## config.mk

```make
export PLATFORM = sky130hd
export DESIGN_NAME = rxq_tagged_fifo
export DESIGN_NICKNAME = d
export VERILOG_FILES = /design/src/rtl/rxq_pkg.sv /design/src/rtl/rxq_store.sv /design/src/rtl/rxq_errstat.sv /design/src/rtl/rxq_req.sv /design/src/rtl/rxq_tagged_fifo.sv
export SDC_FILE = /design/constraint.sdc
export NUM_CORES = 1
export LEC_CHECK = 0
export ABC_AREA = 1
export CORE_ASPECT_RATIO = 0.9
export CORE_MARGIN = 10
export CORE_UTILIZATION = 50
export DETAILED_ROUTE_END_ITERATION = 10
export PLACE_DENSITY = 0.7
export SYNTH_ARGS = -nofsm -noshare
export SYNTH_HDL_FRONTEND = slang
export SYNTH_SLANG_ARGS = --single-unit
```

## constraint.sdc

```tcl
create_clock -name clk -period 3.15 [get_ports clk]
set_input_delay 0.4725 -clock clk [delete_from_list [all_inputs] [get_ports clk]]
set_output_delay 0.4725 -clock clk [all_outputs]
set_load 0.01 [all_outputs]
```

## src/rtl/rxq_pkg.sv

```systemverilog
package rxq_pkg;
  localparam int unsigned DATA_W  = 8;
  localparam int unsigned FLAG_W  = 3;
  localparam int unsigned TAG_W   = FLAG_W + 1;
  localparam int unsigned WORD_W  = DATA_W + TAG_W;
  localparam int unsigned OVR_BIT = WORD_W - 1;

  // Threshold level for a given active depth and fraction code (eighths).
  function automatic int unsigned trig_level(int unsigned depth, logic [2:0] sel);
    int unsigned eighths;
    int unsigned lvl;
    case (sel)
      3'd0:    eighths = 1;
      3'd1:    eighths = 2;
      3'd2:    eighths = 4;
      3'd3:    eighths = 6;
      3'd4:    eighths = 7;
      default: eighths = 4;
    endcase
    lvl = (depth * eighths) / 8;
    if (lvl == 0) lvl = 1;
    return lvl;
  endfunction
endpackage

```

## src/rtl/rxq_store.sv

```systemverilog
module rxq_store
  import rxq_pkg::*;
#(
  parameter int unsigned DEPTH = 16
) (
  input  logic                         clk,
  input  logic                         rst_n,
  input  logic                         fifo_en,
  input  logic                         push_valid,
  input  logic [DATA_W-1:0]            push_data,
  input  logic [FLAG_W-1:0]            push_err,
  input  logic                         pop,
  output logic [WORD_W-1:0]            rd_word,
  output logic [$clog2(DEPTH+1)-1:0]   count,
  output logic                         overrun_evt,
  output logic                         pop_fire,
  output logic [WORD_W-1:0]            popped
);
  localparam int unsigned AW = $clog2(DEPTH);
  localparam int unsigned CW = $clog2(DEPTH + 1);

  logic [WORD_W-1:0] mem [DEPTH];
  logic [AW-1:0]     wr_ptr, rd_ptr;
  logic [CW-1:0]     depth_now;
  logic              full, push_fire, ovr_pend;

  assign depth_now   = fifo_en ? CW'(DEPTH) : CW'(1);
  assign full        = (count >= depth_now);
  assign push_fire   = push_valid && !full;
  assign overrun_evt = push_valid && full;
  assign pop_fire    = pop && (count != '0);
  assign popped      = mem[rd_ptr];

  always_ff @(posedge clk) begin
    if (push_fire) mem[wr_ptr] <= {ovr_pend, push_err, push_data};
  end

  always_ff @(posedge clk or negedge rst_n) begin
    if (!rst_n) begin
      wr_ptr   <= '0;
      rd_ptr   <= '0;
      count    <= '0;
      ovr_pend <= 1'b0;
      rd_word  <= '0;
    end else begin
      if (push_fire) wr_ptr <= fifo_en ? wr_ptr + 1'b1 : '0;
      if (pop_fire) begin
        rd_ptr  <= fifo_en ? rd_ptr + 1'b1 : '0;
        rd_word <= popped;
      end
      count <= count + CW'(push_fire) - CW'(pop_fire);
      if (push_fire)        ovr_pend <= 1'b0;
      else if (overrun_evt) ovr_pend <= 1'b1;
    end
  end


  no_overflow_chk: assert property (@(posedge clk) disable iff (!rst_n)
    count <= CW'(DEPTH));

  overrun_keeps_level_chk: assert property (@(posedge clk) disable iff (!rst_n)
    overrun_evt && !pop_fire |=> $stable(count));

  empty_read_hold_chk: assert property (@(posedge clk) disable iff (!rst_n)
    pop && (count == '0) |=> $stable(rd_word));

  push_pop_level_chk: assert property (@(posedge clk) disable iff (!rst_n)
    push_valid && !full && pop && (count != '0) |=> $stable(count));
endmodule

```

## src/rtl/rxq_errstat.sv

```systemverilog
module rxq_errstat
  import rxq_pkg::*;
(
  input  logic             clk,
  input  logic             rst_n,
  input  logic             err_clr,
  input  logic             overrun_evt,
  input  logic             pop_fire,
  input  logic [TAG_W-1:0] popped_tag,
  output logic [TAG_W-1:0] status
);
  logic [TAG_W-1:0] status_nxt;

  always_comb begin
    status_nxt = err_clr ? '0 : status;
    if (pop_fire) begin
      status_nxt[FLAG_W-1:0] = popped_tag[FLAG_W-1:0];
      status_nxt[TAG_W-1]    = status_nxt[TAG_W-1] | popped_tag[TAG_W-1];
    end
    if (overrun_evt) status_nxt[TAG_W-1] = 1'b1;
  end

  always_ff @(posedge clk or negedge rst_n) begin
    if (!rst_n) status <= '0;
    else        status <= status_nxt;
  end


  ovr_flag_chk: assert property (@(posedge clk) disable iff (!rst_n)
    overrun_evt |=> status[TAG_W-1]);

  tag_follow_chk: assert property (@(posedge clk) disable iff (!rst_n)
    pop_fire |=> status[FLAG_W-1:0] == $past(popped_tag[FLAG_W-1:0]));

  clear_chk: assert property (@(posedge clk) disable iff (!rst_n)
    err_clr && !overrun_evt && !pop_fire |=> status == '0);
endmodule

```

## src/rtl/rxq_req.sv

```systemverilog
module rxq_req
  import rxq_pkg::*;
#(
  parameter int unsigned DEPTH = 16
) (
  input  logic                       fifo_en,
  input  logic [2:0]                 trig_sel,
  input  logic [$clog2(DEPTH+1)-1:0] count,
  output logic                       irq_thresh,
  output logic                       dma_single,
  output logic                       dma_burst
);
  localparam int unsigned CW = $clog2(DEPTH + 1);
  logic [CW-1:0] thr;

  assign thr        = CW'(trig_level(fifo_en ? DEPTH : 1, trig_sel));
  assign irq_thresh = (count >= thr);
  assign dma_burst  = (count >= thr);
  assign dma_single = (count != '0);


  always_comb begin
    burst_implies_single_chk: assert (!dma_burst || dma_single);
  end
endmodule

```

## src/rtl/rxq_tagged_fifo.sv

```systemverilog
module rxq_tagged_fifo
  import rxq_pkg::*;
#(
  parameter int unsigned DEPTH = 16
) (
  input  logic              clk,
  input  logic              rst_n,
  input  logic              fifo_en,
  input  logic [2:0]        trig_sel,
  input  logic              push_valid,
  input  logic [DATA_W-1:0] push_data,
  input  logic [FLAG_W-1:0] push_err,
  input  logic              pop,
  output logic [WORD_W-1:0] rd_word,
  input  logic              err_clr,
  output logic [TAG_W-1:0]  err_status,
  output logic              irq_thresh,
  output logic              dma_single,
  output logic              dma_burst
);
  localparam int unsigned CW = $clog2(DEPTH + 1);

  logic [CW-1:0]     level;
  logic              overrun_evt, pop_fire;
  logic [WORD_W-1:0] popped;

  rxq_store #(.DEPTH(DEPTH)) u_store (
    .clk(clk), .rst_n(rst_n), .fifo_en(fifo_en),
    .push_valid(push_valid), .push_data(push_data), .push_err(push_err),
    .pop(pop), .rd_word(rd_word), .count(level),
    .overrun_evt(overrun_evt), .pop_fire(pop_fire), .popped(popped)
  );

  rxq_errstat u_err (
    .clk(clk), .rst_n(rst_n), .err_clr(err_clr),
    .overrun_evt(overrun_evt), .pop_fire(pop_fire),
    .popped_tag(popped[WORD_W-1:DATA_W]), .status(err_status)
  );

  rxq_req #(.DEPTH(DEPTH)) u_req (
    .fifo_en(fifo_en), .trig_sel(trig_sel), .count(level),
    .irq_thresh(irq_thresh), .dma_single(dma_single), .dma_burst(dma_burst)
  );


  single_mode_cap_chk: assert property (@(posedge clk) disable iff (!rst_n)
    !fifo_en && $stable(fifo_en) |-> level <= CW'(1));
endmodule

```

==> impl_metrics.py, run 1 <==
metrics = {
    "placed_design": {
        "placed_area_sq_um": 10500,
        "place_hpwl_um": 14300,
        "dpl.cell_count": 1220,
        "portBuffers": 38,
        "gp_congestion": 0.853,
        "place_ws_ps": 89.2,
    },
    "final_layout": {
        "drive_gt1_share_pct": 8.48,
        "nNetsFinal": 1035,
        "final_util_pct": 59.1,
        "design_area_sq_um": 11300,
        "antennaDiodeCount": 0,
        "area_growth_pct": 16.1,
        "layoutNonFillerInstCount": 1264,
    },
    "clocking": {
        "cts_root_buf": "clkbuf_16",
        "clk_latency_ps": 510,
        "cts_buffers": 24,
        "clk_pin_slew_worst_paths_ps": 60,
        "cts_max_level": 1,
        "postCtsSetupRepairBufs": 0,
        "numClockSinks": 222,
        "cts_tree": "yes",
        "clock_path_buffers": 3,
    },
    "flow_run": {
        "cap_violations": 0,
    },
    "timing": {
        "tightest_slew_ps": 829,
        "setup_ws_ps": 381,
        "relSlewSlack_pct": 44.5,
        "min_period_ps": 2770,
        "whs_ps": 442,
        "layout_worst_path_cycle_share_pct": 87.9,
        "timing.fmax_mhz": 361,
        "hold_violations": 0,
        "fin_skew_ps": 12.1,
        "rsz0062_at_grt": "false",
        "fin_tns_setup_ps": 0,
        "setup_viol": 0,
        "drv_slew": 0,
    },
    "worst_setup_path": {
        "crit_fanout": 3,
        "critPathArrivalTime_ps": 2300,
        "critPathKind": "input pin to output pin",
        "cp-end-kind": "output pin",
        "cp_slowest_cell": "clkdlybuf4s50_1",
        "critPathRequiredTime_ps": 2680,
        "critical_path.max_stage_delay_ps": 480,
        "rr_worst_depth": 13,
        "start_kind": "input pin",
        "path_cells": "clkdlybuf4s50_1, nor2_1, nand2_1, ha_1, o21a_1, o21a_1, o21ai_0, nand2_1, clkdlybuf4s50_1",
        "critical_path_depth": 9,
        "path_delay_family": "buffers and inverters",
        "crit_buf_inv": 2,
    },
    "synthesis": {
        "netlist_area_sq_um": 9750,
        "seq_area_frac_synth_pct": 66.9,
        "ys_ff_latch": 222,
        "syn_nets": 971,
        "synth_cell_type_count": 29,
        "syn_inst": 932,
        "avgSynthCellArea_sq_um": 10.5,
        "ys.warnings.count": 0,
    },
    "pwr": {
        "powerDensity_nw_per_um2": 764,
        "leakagePower_nw": 4.85,
        "total_power_mw": 8.64,
        "peakVddDrop_mv": 0.506,
    },
    "min_path": {
        "hold_class": "input pin to asynchronous set/reset pin",
    },
    "die": {
        "start_util_pct": 50.9,
        "num_io_pins": 39,
        "rows": 48,
        "fp.dieW_um": 167,
        "die-area_sq_um": 25500,
        "fp.dieH_um": 152,
        "core-area_sq_um": 19200,
    },
    "global_routing": {
        "grt_usage_pct": 16.8,
        "grt_start_max_net_pins": 59,
        "grt-ovfl-total": 0,
        "grt_pass1_vias": 6332,
        "grt_pass1_wl_um": 34700,
        "antenna_found_initial": 0,
    },
    "routing": {
        "drtPass1Iterations": 5,
        "postRouteAntennaNets": 0,
        "via_per_inst": 5.19,
        "drt-total-wl_um": 22200,
        "drt-wirelength-per-cell_um": 17.6,
        "drt-initial-drc-count": 709,
        "num_vias": 6559,
        "drc": 0,
    },
    "run_status": {
        "outcome": "completed",
    },
}
==> where the power goes <==
part           total (mW)  leakage (nW)  internal, mW  switching, mW
clock network        2.78         0.385          1.69           1.09
logic                2.15          2.36         0.800           1.34
registers            3.71          2.10          3.51          0.200
total                8.64          4.85          6.01           2.63
==> placed cells by master, fill, tap and decap left out, types with 5 or more instances in the layout <==
master and n:
buf_4 39, clkbuf_1 5, clkbuf_16 25, clkdlybuf4s50_1 37
clkinv_1 6, dfrtp_1 29, edfxtp_1 192, ha_1 18
inv_1 132, nand2_1 291, nand3_1 139, nor2_1 38
o211ai_1 5, o21ai_0 16, or2_2 5, xor2_1 6
==> cell families (layout without fill, tap and decap cells) <==
family | after synthesis | after routing | synth area share [%]
xor+xnor | 7 | 7 | 0.629
fa+ha+maj | 19 | 19 | 2.52
simple gates | 479 | 479 | 20.6
buf+inv | 177 | 259 | 7.68
flops | 222 | 222 | 66.9
compound gates | 28 | 28 | 1.72
==> registers in the layout, indices dropped and copies added, names as in the netlist <==
name,flops
u_store.count,5
u_store.rd_ptr,4
u_store.rd_word,12
u_err.status,4
u_store.mem,192
u_store.wr_ptr,4
u_store.ovr_pend,1
==> synthesized netlist by cell type (all sizes together) <==
cell type	n	area, sq um
nand2	291	1090
edfxtp	192	5770
nand3	139	696
inv	136	513
nor2	39	154
buf	35	213
dfrtp	30	751
ha	18	225
o21ai	17	85.1
o211ai	6	50.1
xor2	6	52.6
clkbuf	5	18.8
or2	5	31.3
nand3b	3	22.5
a21oi	2	10.0
nand4	2	12.5
o21a	2	15.0
a21boi	1	7.51
clkinv	1	3.75
fa	1	20.0
xnor2	1	8.76
==> path summary, 6_finish.rpt <==
| check | endpoint | slack [ps] | startpoint |
|---|---|---|---|
| min in group clk | u_store.rd_word[11] | 480 | u_store.rd_word[11] |
| worst max register to register | u_store.count[4] | 660 | u_store.count[2] |
| max in group asynchronous | u_store.rd_word[10] | 2080 | rst_n |
| worst min register to register | u_store.rd_word[11] | 480 | u_store.rd_word[11] |
| worst max-delay path | dma_burst | 380 | trig_sel[1] |
| worst min-delay path | u_store.rd_word[3] | 440 | rst_n |
==> cell type report <==
cell class              instances  area [sq um]
clock buffers                  30           644
clock inverters                14           145
fillers                      1574          7840
inverters                     137           517
multi-input cells             533          2480
flip-flops and latches        222          6520
well taps                     250           313
repair buffers                 78           696
==> worst register-to-register path, delay by kind of cell, from the launching register on <==
kind	cells	cell delay, ps
flip-flops	1	400
buffers and inverters	4	310
XOR/XNOR	1	140
AND/OR/NAND/NOR	2	220
AO/OA/AOI/OAI	2	290
adder cells (fa/ha/maj)	4	990
==> layer usage <==
metal  global-route usage (%)  part of all wire (%)
met3                     2.84                   9.0
met4                     3.44                   1.4
met2                     27.6                    48
met1                     23.1                    42
met5                        0                     0
==> repair_timing <==
action	CTS	global route
setup endpoints to repair	0	2
resized for setup	0	1
hold buffers	0	0
endpoints found under the hold margin	0	0
Note: power is estimated with default switching activity, not from simulation.
==> inputs of run 2 (changes only) <==
--- a/config.mk
+++ b/config.mk
@@ -6,11 +6,14 @@
 export NUM_CORES = 1
 export LEC_CHECK = 0
 export ABC_AREA = 1
+export CELL_PAD_IN_SITES_DETAIL_PLACEMENT = 0
+export CELL_PAD_IN_SITES_GLOBAL_PLACEMENT = 2
 export CORE_ASPECT_RATIO = 0.9
 export CORE_MARGIN = 10
-export CORE_UTILIZATION = 50
+export CORE_UTILIZATION = 40
 export DETAILED_ROUTE_END_ITERATION = 10
-export PLACE_DENSITY = 0.7
+export PLACE_DENSITY = 0.81
+export SLEW_MARGIN = 5
 export SYNTH_ARGS = -nofsm -noshare
 export SYNTH_HDL_FRONTEND = slang
 export SYNTH_SLANG_ARGS = --single-unit
==> impl_metrics.py, run 2 (synthesis results as in run 1) <==
metrics = {
    "worst_setup_path": {
        "cp-end-kind": "output pin",
        "setup.worst_path.start": "fifo_en",
        "critPathKind": "input pin to output pin",
        "rr_worst_depth": 13,
        "rr_endpoint": "u_store.count[4]",
        "critPathRequiredTime_ps": 2680,
        "start_kind": "input pin",
        "rrSetupSlack_ps": 680,
        "reg2reg_from": "u_store.count[2]",
        "critPathArrivalTime_ps": 2430,
        "crit_fanout": 9,
    },
    "pwr": {
        "powerDensity_nw_per_um2": 773,
        "intPower_mw": 6.10,
        "p_comb_share_pct": 24.6,
        "peakVddDrop_mv": 0.490,
        "total_power_mw": 8.86,
        "switchingPower_mw": 2.76,
        "p_clk_share_pct": 33.5,
        "seqPwrFrac_pct": 41.9,
        "leakagePower_nw": 4.86,
        "swShare_pct": 31.1,
    },
    "clocking": {
        "hold_buffers": 0,
        "clk_latency_ps": 520,
        "cts_root_buf": "clkbuf_16",
        "cts_buffers": 25,
        "numClockSinks": 222,
        "cts_max_level": 1,
        "postCtsSetupRepairBufs": 0,
        "clock_path_buffers": 3,
        "ctsResizeCount": 0,
        "clk_pin_slew_worst_paths_ps": 60,
        "cts_tree": "yes",
    },
    "die": {
        "num_io_pins": 39,
        "start_util_pct": 40.4,
        "fp.dieH_um": 168,
        "rows": 54,
        "die-area_sq_um": 31000,
        "core-area_sq_um": 24100,
        "fp.dieW_um": 185,
    },
    "routing": {
        "drc": 0,
        "num_vias": 6447,
        "drtPass1Iterations": 6,
        "drt-total-wl_um": 24200,
        "via_per_inst": 4.86,
        "drt-initial-drc-count": 545,
        "postRouteAntennaNets": 0,
        "drt-wirelength-per-cell_um": 18.2,
    },
    "timing": {
        "tightest_slew_ps": 727,
        "rsz0062_at_grt": "false",
        "fin_tns_setup_ps": 0,
        "drv_slew": 0,
        "hold_violations": 0,
        "layout_worst_path_cycle_share_pct": 92.1,
        "fin_skew_ps": 12.8,
        "relSlewSlack_pct": 51.4,
        "min_period_ps": 2900,
        "timing.fmax_mhz": 345,
        "setup_viol": 0,
    },
    "final_layout": {
        "antennaDiodeCount": 0,
        "final_common_cell": "nand2_1",
        "drive_gt1_share_pct": 9.33,
        "nNetsFinal": 1038,
        "final_util_pct": 47.5,
        "final_cell_mix": "nand2_1 (291), edfxtp_1 (192), nand3_1 (139)",
        "reg.largest.list": "u_store.mem x192, u_store.rd_word x12, u_store.count x5",
        "largest_register_ff_count": 192,
        "area_growth_pct": 17.6,
        "regMostFlops": "u_store.mem",
    },
    "global_routing": {
        "grt-ovfl-total": 0,
        "grt_usage_pct": 15.8,
        "grt_pass1_wl_um": 37800,
        "grt_start_max_net_pins": 54,
        "antenna_found_initial": 0,
        "grt_pass1_vias": 6229,
    },
    "placed_design": {
        "place_hpwl_um": 15400,
        "gp_congestion": 0.773,
        "portBuffers": 38,
    },
    "run_status": {
        "outcome": "completed",
    },
    "flow_run": {
        "cap_violations": 0,
    },
    "min_path": {
        "hold_class": "input pin to asynchronous set/reset pin",
    },
}
[run 2: cell count changes in the layout (fill, tap and decap cells not counted)]
cell and delta:
buf_4 +2, bufinv_16 +1, clkbuf_1 -4, clkdlybuf4s50_1 +1, clkinv_1 -1, clkinv_4 +2
clkinvlp_4 +4, dlymetal6s2s_1 -1
[run 2: layout make-up]
type,instances,area [sq um]
Multi-Input combinational cell,533,2480
Clock buffer,26,629
Tap cell,308,385
Timing Repair Buffer,80,708
Fill cell,2234,12700
Inverter,137,517
Clock inverter,20,219
Sequential cell,222,6520
[run 2: routing by layer]
metal | up-vias | GRT usage, % | wire, um
met5 | - | 0 | 0
met4 | 0 | 2.78 | 313
met3 | 23 | 2.35 | 1160
met2 | 158 | 25.0 | 11000
met1 | 3089 | 22.6 | 11700
li1 | 3177 | - | -
[run 2: worst max path at each step]
stage | endpoint | slack (ps)
2_1_floorplan | u_store.count[4] | 360
3_3_place_gp | u_store.count[4] | 240
3_5_place_dp | u_store.count[4] | 220
4_1_cts | dma_burst | 240
5_1_grt | irq_thresh | 120
6_report | dma_burst | 250
[run 2: power by group through the flow]
stage	clock, mW	sequential [mW]	combinational, mW
after floorplan	0	3.75	1.32
after global placement	0	3.77	2.22
after detailed placement	0	3.77	2.21
after CTS	3.03	3.71	2.22
after global routing	3.15	3.75	2.49
final	2.97	3.71	2.18
[run 2: through the flow]
step                setup slack (ps)  hold WS, ps  instance area (sq um)  cells
floorplan                        364          177                   9750    932
global placement                 238          462                  10600   1280
detailed placement               219          465                  10600   1280
CTS                              243          362                  11500   1326
global route                     115          379                  11500   1326
finish                           248          352                  11500   1326
[run 2: critical path, cell delays in order]
cell and delay, ps:
clkdlybuf4s50_1 480, buf_4 170, nand2_1 70, ha_1 270, o21a_1 110, o21a_1 160
o21ai_0 140, nand2_1 80, clkdlybuf4s50_1 480
==> inputs of run 3 (changes only) <==
==> constraint.sdc (replaced) <==
create_clock -name clk -period 3.15 [get_ports clk]
set_input_delay 0.4725 -clock clk [delete_from_list [all_inputs] [get_ports clk]]
set_output_delay 0.4725 -clock clk [all_outputs]
set_load 0.02 [all_outputs]
==> impl_metrics.py, run 3 (synthesis results as in run 1) <==
metrics = {
    "run_status": {
        "outcome": "completed",
    },
    "routing": {
        "num_vias": 6395,
        "drt-total-wl_um": 23900,
        "drt-initial-drc-count": 422,
        "via_per_inst": 4.83,
        "drtPass1Iterations": 5,
        "drc": 0,
        "postRouteAntennaNets": 0,
        "drt-wirelength-per-cell_um": 18.0,
    },
    "final_layout": {
        "regMostFlops": "u_store.mem",
        "drive_gt1_share_pct": 9.24,
        "final_util_pct": 47.5,
        "nNetsFinal": 1038,
        "largest_register_ff_count": 192,
        "reg.largest.list": "u_store.mem x192, u_store.rd_word x12, u_store.count x5",
        "final_cell_mix": "nand2_1 (291), edfxtp_1 (192), nand3_1 (139)",
        "fillerInstances": 2275,
        "final_common_cell": "nand2_1",
        "antennaDiodeCount": 0,
        "area_growth_pct": 17.6,
    },
    "die": {
        "num_io_pins": 39,
        "fp.dieW_um": 185,
        "fp.dieH_um": 168,
        "core-area_sq_um": 24100,
        "rows": 54,
        "die-area_sq_um": 31000,
        "start_util_pct": 40.4,
    },
    "global_routing": {
        "grt_usage_pct": 15.5,
        "antenna_found_initial": 0,
        "grt_pass1_wl_um": 37100,
        "grt_pass1_vias": 6244,
        "grt_start_max_net_pins": 109,
        "grt-ovfl-total": 0,
    },
    "timing": {
        "fin_tns_setup_ps": 0,
        "setup_viol": 0,
        "timing.fmax_mhz": 369,
        "min_period_ps": 2710,
        "rsz0062_at_grt": "false",
        "drv_slew": 0,
        "fin_skew_ps": 16.8,
        "setup_ws_ps": 443,
        "hold_violations": 0,
        "layout_worst_path_cycle_share_pct": 86.0,
        "tightest_slew_ps": 733,
        "relSlewSlack_pct": 51.1,
    },
    "clocking": {
        "cts_max_level": 1,
        "cts_root_buf": "clkbuf_16",
        "clock_path_buffers": 3,
        "clk_pin_slew_worst_paths_ps": 60,
        "cts_tree": "yes",
        "cts_buffers": 24,
        "clk_latency_ps": 520,
        "ctsResizeCount": 0,
        "hold_buffers": 0,
        "postCtsSetupRepairBufs": 0,
        "numClockSinks": 222,
    },
    "pwr": {
        "intPower_mw": 6.05,
        "seqPwrFrac_pct": 41.8,
        "p_clk_share_pct": 32.7,
        "switchingPower_mw": 2.82,
        "leakagePower_nw": 4.87,
        "p_comb_share_pct": 25.5,
        "peakVddDrop_mv": 0.404,
        "powerDensity_nw_per_um2": 774,
        "swShare_pct": 31.8,
    },
    "worst_setup_path": {
        "start_kind": "input pin",
        "rr_worst_depth": 13,
        "critPathKind": "input pin to output pin",
        "reg2reg_from": "u_store.count[2]",
        "rrSetupSlack_ps": 680,
        "cp-end-kind": "output pin",
        "rr_endpoint": "u_store.count[4]",
        "setup.worst_path.start": "fifo_en",
        "critPathRequiredTime_ps": 2680,
        "crit_fanout": 5,
        "critPathArrivalTime_ps": 2230,
    },
    "flow_run": {
        "cap_violations": 0,
    },
    "min_path": {
        "hold_class": "input pin to asynchronous set/reset pin",
    },
    "placed_design": {
        "place_hpwl_um": 15300,
        "portBuffers": 38,
        "gp_congestion": 0.778,
        "place_ws_ps": 114,
    },
}
[run 3: changes by cell type in the layout (fill, tap and decap cells not counted), sizes merged]
cell	previous run	this run
buf	42	43
clkdlybuf4s50	38	36
inv	137	136
clkbuf	26	29
clkinv	11	9
clkinvlp	5	4
bufinv	4	3
dlymetal6s2s	0	2
[run 3: how the worst max path moves through the flow]
stage / end / slack [ps]
2_1_floorplan: u_store.count[4] / 360
6_report: dma_burst / 440
5_1_grt: irq_thresh / 260
3_3_place_gp: irq_thresh / 90
4_1_cts: dma_burst / 100
3_5_place_dp: dma_burst / 110
[run 3: final cells by class]
class / instances / area [sq um] / area share [%]
sequential: 222 / 6520 / 56.9
multi-input combinational: 533 / 2480 / 21.7
timing repair buffer: 81 / 733 / 6.40
clock buffer: 29 / 661 / 5.77
inverter: 137 / 517 / 4.51
tap: 308 / 385 / 3.36
clock inverter: 15 / 160 / 1.40
[run 3: critical path, cell delays in order]
cell             delay, ps
clkdlybuf4s50_1        540
inv_1                  120
ha_1                   330
o21a_1                 200
o21a_1                 160
o21ai_0                130
nand2_1                 70
dlymetal6s2s_1         210
[run 3: layer usage]
metal / global-route usage [%] / wire, um
met5: 0 / 0
met3: 2.22 / 1070
met4: 3.35 / 423
met1: 22.6 / 11700
met2: 24.0 / 10700
[run 3: power by group through the flow]
stage / sequential [mW] / clock [mW] / combinational [mW]
2_1_floorplan: 3.83 / 0 / 1.34
3_3_place_gp: 3.76 / 0 / 2.30
3_5_place_dp: 3.76 / 0 / 2.29
4_1_cts: 3.71 / 2.96 / 2.30
5_1_grt: 3.74 / 3.07 / 2.56
6_report: 3.70 / 2.90 / 2.26
[run 3: metrics by stage]
stage	instances	hold slack, ps	instance area [sq um]	total power [mW]
finish	1325	366	11500	8.87
detailed placement	1281	466	10600	6.05
floorplan	932	177	9750	5.17
global route	1325	394	11500	9.38
CTS	1325	363	11500	8.97
global placement	1281	464	10600	6.06
